==> src/rtl/alu_ctl_pkg.sv <==
// Package: shared control-line bundle for the ripple ALU.
// Assumes: all fields are active-high, independent single bits.
package alu_ctl_pkg;

    typedef struct packed {
        logic inv_a;     // complement operand A
        logic inv_b;     // complement operand B
        logic carry_in;  // carry into bit 0
        logic or_mode;   // first-stage XOR becomes OR, ripple killed
        logic flood;     // carry into every bit forced to 1
    } alu_ctl_t;

endpackage

==> src/rtl/alu_half_add.sv <==
// Module: one half adder, XOR for sum and AND for carry.
// Assumes: single-bit inputs, purely combinational.
module alu_half_add (
    input  logic x_i,
    input  logic y_i,
    output logic s_o,
    output logic c_o
);
    // Sum and carry of two bits.
    always_comb begin
        s_o = x_i ^ y_i;
        c_o = x_i & y_i;
    end
endmodule

==> src/rtl/alu_operand_cond.sv <==
// Module: conditionally complements an operand by XOR with a control line.
// Assumes: WIDTH >= 1; the control bit applies to every bit alike.
module alu_operand_cond #(
    parameter int WIDTH = 8
) (
    input  logic [WIDTH-1:0] d_i,
    input  logic             inv_i,
    output logic [WIDTH-1:0] q_o
);
    // XOR each bit with the inversion control.
    always_comb begin
        for (int i = 0; i < WIDTH; i++) begin
            q_o[i] = d_i[i] ^ inv_i;
        end
    end

    // an asserted inversion yields the complement; otherwise a pass-through.
    always_comb begin
        a_r3_invert: assert (q_o == (inv_i ? ~d_i : d_i))
            else $error("a_r3_invert: conditioned operand wrong");
    end
endmodule

==> src/rtl/alu_bit_slice.sv <==
// Module: one ALU bit, a full adder built from two half adders with an
//         XOR-to-OR override on the first stage and a carry-flood override
//         on the carry input.
// Assumes: operands are already conditioned by the inverters.
module alu_bit_slice (
    input  logic a_i,
    input  logic b_i,
    input  logic cin_i,
    input  logic or_mode_i,
    input  logic flood_i,
    output logic sum_o,
    output logic cout_o
);
    logic x1, g1;      // first half adder outputs
    logic p1;          // first-stage propagate (XOR, or OR when overridden)
    logic g1_eff;      // first-stage generate after the OR override
    logic cin_eff;     // carry seen by this bit after the flood override
    logic g2;          // second half adder carry: p1 AND cin_eff

    alu_half_add u_ha1 (.x_i(a_i), .y_i(b_i), .s_o(x1), .c_o(g1));

    // Override the first stage: OR mode lets the both-ones case through.
    always_comb begin
        p1      = x1 | (or_mode_i & g1);
        g1_eff  = g1 & ~or_mode_i;
        cin_eff = cin_i | flood_i;
    end

    alu_half_add u_ha2 (.x_i(p1), .y_i(cin_eff), .s_o(sum_o), .c_o(g2));

    // Carry leaving the bit; killed in OR mode and in flood mode.
    always_comb begin
        cout_o = ~or_mode_i & ~flood_i & (g1_eff | g2);
    end

    // Assertions relating the slice ports.
    always_comb begin
        // plain mode behaves as a full adder.
        if (!or_mode_i && !flood_i) begin
            a_r1_full_add: assert ({cout_o, sum_o} == 2'(a_i + b_i + cin_i))
                else $error("a_r1_full_add: bit sum wrong");
        end
        // no carry leaves a bit in OR mode.
        if (or_mode_i) begin
            a_r4_or_no_carry: assert (cout_o == 1'b0)
                else $error("a_r4_or_no_carry: carry escaped");
        end
        // flood without OR gives XNOR of the bit operands.
        if (flood_i && !or_mode_i) begin
            a_r5_flood_xnor: assert (sum_o == ~(a_i ^ b_i))
                else $error("a_r5_flood_xnor: flooded bit wrong");
        end
        // flood with OR gives NOR of the bit operands.
        if (flood_i && or_mode_i) begin
            a_r6_flood_nor: assert (sum_o == ~(a_i | b_i))
                else $error("a_r6_flood_nor: NOR bit wrong");
        end
    end
endmodule

==> src/rtl/rca_ctrl_alu.sv <==
// Module: top of the control-line ripple-carry ALU. Conditions both
//         operands, then ripples a carry through WIDTH bit slices.
// Assumes: purely combinational; the caller holds inputs stable while
//          reading the outputs. No clock or reset exists.
module rca_ctrl_alu #(
    parameter int WIDTH = 8
) (
    input  logic [WIDTH-1:0] a_i,
    input  logic [WIDTH-1:0] b_i,
    input  logic             inv_a_i,
    input  logic             inv_b_i,
    input  logic             carry_in_i,
    input  logic             or_mode_i,
    input  logic             flood_i,
    output logic [WIDTH-1:0] result_o,
    output logic             carry_o
);
    import alu_ctl_pkg::*;

    localparam int CHAIN = WIDTH + 1;

    alu_ctl_t         ctl;
    logic [WIDTH-1:0] a_c, b_c;
    logic [CHAIN-1:0] chain;

    // Gather the raw control lines into one bundle.
    always_comb begin
        ctl.inv_a    = inv_a_i;
        ctl.inv_b    = inv_b_i;
        ctl.carry_in = carry_in_i;
        ctl.or_mode  = or_mode_i;
        ctl.flood    = flood_i;
    end

    alu_operand_cond #(.WIDTH(WIDTH)) u_cond_a (.d_i(a_i), .inv_i(ctl.inv_a), .q_o(a_c));
    alu_operand_cond #(.WIDTH(WIDTH)) u_cond_b (.d_i(b_i), .inv_i(ctl.inv_b), .q_o(b_c));

    assign chain[0] = ctl.carry_in;

    // One slice per bit; each slice feeds the carry of the next.
    for (genvar i = 0; i < WIDTH; i++) begin : g_bit
        alu_bit_slice u_slice (
            .a_i      (a_c[i]),
            .b_i      (b_c[i]),
            .cin_i    (chain[i]),
            .or_mode_i(ctl.or_mode),
            .flood_i  (ctl.flood),
            .sum_o    (result_o[i]),
            .cout_o   (chain[i+1])
        );
    end

    // The carry-out is the carry leaving the top slice.
    assign carry_o = chain[CHAIN-1];

    // Whole-word checks at the top-level ports.
    always_comb begin
        // the flood line never produces a carry-out.
        if (flood_i) begin
            a_r5_flood_cout: assert (carry_o == 1'b0)
                else $error("a_r5_flood_cout: carry-out in flood mode");
        end
        // the OR mode never produces a carry-out.
        if (or_mode_i) begin
            a_r4_or_cout: assert (carry_o == 1'b0)
                else $error("a_r4_or_cout: carry-out in OR mode");
        end
    end
endmodule

==> config.mk <==
export PLATFORM = sky130hd
export DESIGN_NAME = rca_ctrl_alu
export DESIGN_NICKNAME = d
export VERILOG_FILES = /design/src/rtl/alu_ctl_pkg.sv /design/src/rtl/alu_half_add.sv /design/src/rtl/alu_operand_cond.sv /design/src/rtl/alu_bit_slice.sv /design/src/rtl/rca_ctrl_alu.sv
export SDC_FILE = /design/constraint.sdc
export NUM_CORES = 1
export LEC_CHECK = 0
export ABC_AREA = 1
export CAP_MARGIN = 0
export CORE_MARGIN = 5
export CORE_UTILIZATION = 45
export DETAILED_ROUTE_END_ITERATION = 6
export DONT_BUFFER_PORTS = 1
export GPL_TIMING_DRIVEN = 1
export PLACE_DENSITY = 0.68
export SYNTH_ARGS = -nofsm -noshare
export SYNTH_HDL_FRONTEND = slang
export SYNTH_SLANG_ARGS = --single-unit
==> constraint.sdc <==
create_clock -name vclk -period 4.5
set_clock_uncertainty 0.05 [all_clocks]
set_input_delay 0.45 -clock vclk [all_inputs]
set_output_delay 0.45 -clock vclk [all_outputs]
set_load 0.1 [all_outputs]
==> reports/metrics.cfg, run 1 <==
[logic_synthesis]
synth_warnings=0
synth_area_um2=598
yosys-top-cells-area=ha_1 33%, xor2_1 23%, a21o_1 10%
yosysTopAreaCell=ha_1
synth-seq-area-share=0
netlist_instances=71
syn_avg_cell_area_um2=8.42
synth.net_count=108
yosysUniqueCellTypes=13
synth_top_area_frac=0.335
synth.top_cells.by_count=16 x ha_1, 16 x xor2_1, 8 x a21o_1, 8 x buf_4, 7 x nand2_1

[drt]
drc=0
vias_per_cell=5.60
postRouteAntennaNets=0
post_drt_wl_per_cell_um=13.4
routed-via-count=448
drtIter0Drc=0
routed_wl_um=1070
firstDrtPassIters=1

[power]
power_frac_clock=0
combPwrFrac=1.000
p_leak_nw=0.315
p_sw_mw=0.220
vdd_ir_drop_max_mv=0.190
p_int_mw=0.0842
switching_share=0.723
cellPowerDensity_nw_per_um2=483
seq_power_share=0

[die]
die_w_um=46.5
core_um2=1280
rows=13
die_h_um=46.5
initial_core_util=0.465
io_pins=30
design.die.area_um2=2160

[worst_setup_path]
cp_slowest_stage_delay_ps=470
required_ps=4000
endpoint_kind=output port
crit_arrival_ps=3930
worst-path-buf-inv=0
critPathMaxFanout=8
setup.worst_path.start_class=primary input
critPathKind=primary input to output port
cp_slowest_cell=ha_4
path_delay_family=adder cells

[grt]
grtUsageMet2=0.247
grt_overflow=0
grt_first_pass_wirelength_um=1850
met1_usage=0.114
antenna_found_initial=0
use_met3=0.0117
top_usage_layer=met2
grt_max_degree=10
grtUsageTotal=0.113
grt_pass1_vias=459

[run_status]
status=complete, no violations

[cells_and_area]
design_area_um2=629
fin_util=0.490
drive_gt1_frac=0.354
nets=104
seq_cell_count=0
regArea_um2=0
nClkBuffers=0
antennaDiodeCount=0
syn_to_final_growth_pct=5.23

[run]
drv_cap=0

[sta]
max_freq_mhz=226
rsz0062_at_grt=true
final-hold-violation-count=0
min_period_ps=4430
final-setup-viol-count=0
maxSlewHeadroom=0.591
worstMarginPinSlew_ps=612
drv_slew=0
period_share=0.984

[clock_tree]
hold_buffers=0
post_cts_buffers=0

[placement]
dp_hpwl_um=926
gp_congestion=0.630
post_dp_cell_area_um2=601
io_buffers=0

[worst_hold_path]
min_path_type=primary input to output port

power groups by stage:
stage / clock, mW / sequential, mW / combinational, mW
after floorplan: 0 / 0 / 0.291
after global placement: 0 / 0 / 0.293
after detailed placement: 0 / 0 / 0.297
after CTS: 0 / 0 / 0.303
after global routing: 0 / 0 / 0.320
final: 0 / 0 / 0.304
worst paths after layout:
path,startpoint,end,slack [ps],depth (start not counted)
worst max-delay path,inv_a_i,result_o[7],70,25
worst min-delay path,or_mode_i,carry_o,1070,3
tightest hold or removal path, stage by stage:
cell	delay, ps
inv_8	30
nand2_2	70
nor2_4	120
layout make-up:
class                      count  area [µm²]
tap                           15        18.8
multi-input combinational     58         546
fill                         140         656
inverter                       2        15.0
timing repair buffer           5        50.0
placed cells by master (no fill, tap or decap), drive strengths merged:
cell type / n
xor2: 16
ha: 16
nor2: 2
inv: 2
a21o: 8
or2: 1
buf: 5
nand2: 8
o21ai: 7
routing by layer:
metal | vias to the layer above | wire length, µm
li1 | 222 | -
met1 | 208 | 393
met2 | 18 | 587
met3 | 0 | 93
met4 | 0 | 0
met5 | - | 0
what timing repair did:
item,in CTS,in global routing
gates resized for setup,6,3
hold endpoints to repair,0,0
pin swaps,18,13
endpoints found under the setup margin,2,2
stage by stage:
stage	instances	setup slack (ps)	setup TNS, ps	hold WS (ps)	total power [mW]
finish	80	70.3	0	1070	0.304
CTS	80	-72.6	-81.3	1070	0.303
detailed placement	80	-114	-197	1070	0.297
floorplan	71	2.70	0	1150	0.291
global route	80	-161	-260	1090	0.320
global placement	80	-74.0	-115	1070	0.293
kinds of logic after synthesis:
kind of cell / count (synthesis) / share of synthesized area
buf+inv: 13 / 0.182
fa+ha+maj: 16 / 0.335
xor+xnor: 16 / 0.234
compound gates: 15 / 0.172
simple gates: 11 / 0.0774
Power figures use the tool's default switching activity.
==> inputs of run 2 (changes only) <==
--- a/config.mk
+++ b/config.mk
@@ -12,7 +12,7 @@
 export DETAILED_ROUTE_END_ITERATION = 6
 export DONT_BUFFER_PORTS = 1
 export GPL_TIMING_DRIVEN = 1
-export PLACE_DENSITY = 0.68
+export PLACE_DENSITY = 0.71
 export SYNTH_ARGS = -nofsm -noshare
 export SYNTH_HDL_FRONTEND = slang
 export SYNTH_SLANG_ARGS = --single-unit
==> run 2 against run 1 <==
  * Global-route usage decreased by 1.8 points
  * Largest cell class unchanged
  * Clock-buffer cell count unchanged
  * Design area decreased by 1.4%
  * Via count decreased by 4.2%
  * Wire length decreased by 1.4%
==> reports/metrics.cfg, run 2 (synthesis gave the netlist of run 1 again) <==
[sta]
rsz0062_at_grt=true
worstMarginPinSlew_ps=609
min_period_ps=4420
setup_ws_ps=81.4
maxSlewHeadroom=0.593
final-setup-viol-count=0
drv_slew=0
max_freq_mhz=226
period_share=0.982
final-hold-violation-count=0

[cells_and_area]
nClkBuffers=0
fin_util=0.483
fill_cells=133
layout_commonest_cell=xor2_1
layout_common_cells=16 x xor2_1, 8 x a21o_1, 8 x ha_1
seq_cell_count=0
antennaDiodeCount=0
drive_gt1_frac=0.344
syn_to_final_growth_pct=3.77
regArea_um2=0
nets=103

[placement]
gp_congestion=0.678
dp_hpwl_um=924
io_buffers=0
place_ws_ps=-98.0

[power]
power_mw=0.302
cellPowerDensity_nw_per_um2=487
p_leak_nw=0.310
vdd_ir_drop_max_mv=0.198
combPwrFrac=1.000
seq_power_share=0
p_sw_mw=0.220
switching_share=0.727
p_int_mw=0.0826
power_frac_clock=0

[clock_tree]
post_cts_buffers=0
hold_buffers=0

[grt]
grt_overflow=0
grt_first_pass_wirelength_um=1590
grt_pass1_vias=407
grt_max_degree=10
grtUsageTotal=0.0944
antenna_found_initial=0

[die]
io_pins=30
die_h_um=46.5
design.die.area_um2=2160
die_w_um=46.5
core_um2=1280
rows=13
initial_core_util=0.465

[drt]
drc=0
postRouteAntennaNets=0
routed_wl_um=1060
post_drt_wl_per_cell_um=13.4
firstDrtPassIters=2
drtIter0Drc=3
routed-via-count=429
vias_per_cell=5.43

[run_status]
status=complete, no violations

[worst_setup_path]
endpoint_kind=output port
critPathMaxFanout=8
cp_slowest_cell=ha_4
critPathKind=primary input to output port
crit_arrival_ps=3920
path_delay_family=adder cells
timing.critical_path.mode_cell=ha_2
worst-path-buf-inv=0
crit_start=inv_a_i
setup.worst_path.start_class=primary input
required_ps=4000
cp_slowest_stage_delay_ps=460

[worst_hold_path]
min_path_type=primary input to output port
hp-start=or_mode_i

[run]
drv_cap=0

[run 2: cell count changes in the layout (fill, tap and decap cells not counted), sizes merged]
cell | before | now
buf | 5 | 4
[run 2: metal layers]
layer	track usage	up-vias	part of all wire
met3	0.0117	0	0.091
met2	0.187	18	0.50
met1	0.111	191	0.40
met4	0	0	0
met5	0	-	0
li1	-	220	-
[run 2: power by group through the flow]
stage | registers, mW | logic (mW) | clock network [mW]
global route | 0 | 0.317 | 0
CTS | 0 | 0.303 | 0
detailed placement | 0 | 0.296 | 0
global placement | 0 | 0.293 | 0
floorplan | 0 | 0.291 | 0
finish | 0 | 0.302 | 0
[run 2: path summary, 6_finish.rpt]
path,end,slack [ps],cells after the start
worst max-delay path,result_o[7],80,25
worst min-delay path,carry_o,1070,3
[run 2: cell type report]
class | count | area (µm²) | share of cell area
Inverter | 2 | 15.0 | 0.0242
Multi-Input combinational cell | 58 | 544 | 0.877
Timing Repair Buffer | 4 | 42.5 | 0.0685
Tap cell | 15 | 18.8 | 0.0302
[run 2: per-stage QoR]
step	instances	hold WS, ps	cell area (µm²)	TNS (ps)
finish	79	1070	621	0
CTS	79	1070	614	-46.2
global route	79	1080	621	-155
floorplan	71	1150	638	0
detailed placement	79	1070	593	-163
global placement	79	1070	593	-71.2
[run 2: repair_timing]
| item | 4_1_cts | 5_1_grt |
|---|---|---|
| cloned | 0 | 0 |
| pin swaps | 18 | 13 |
| resized for setup | 7 | 2 |
| setup endpoints to repair | 2 | 2 |
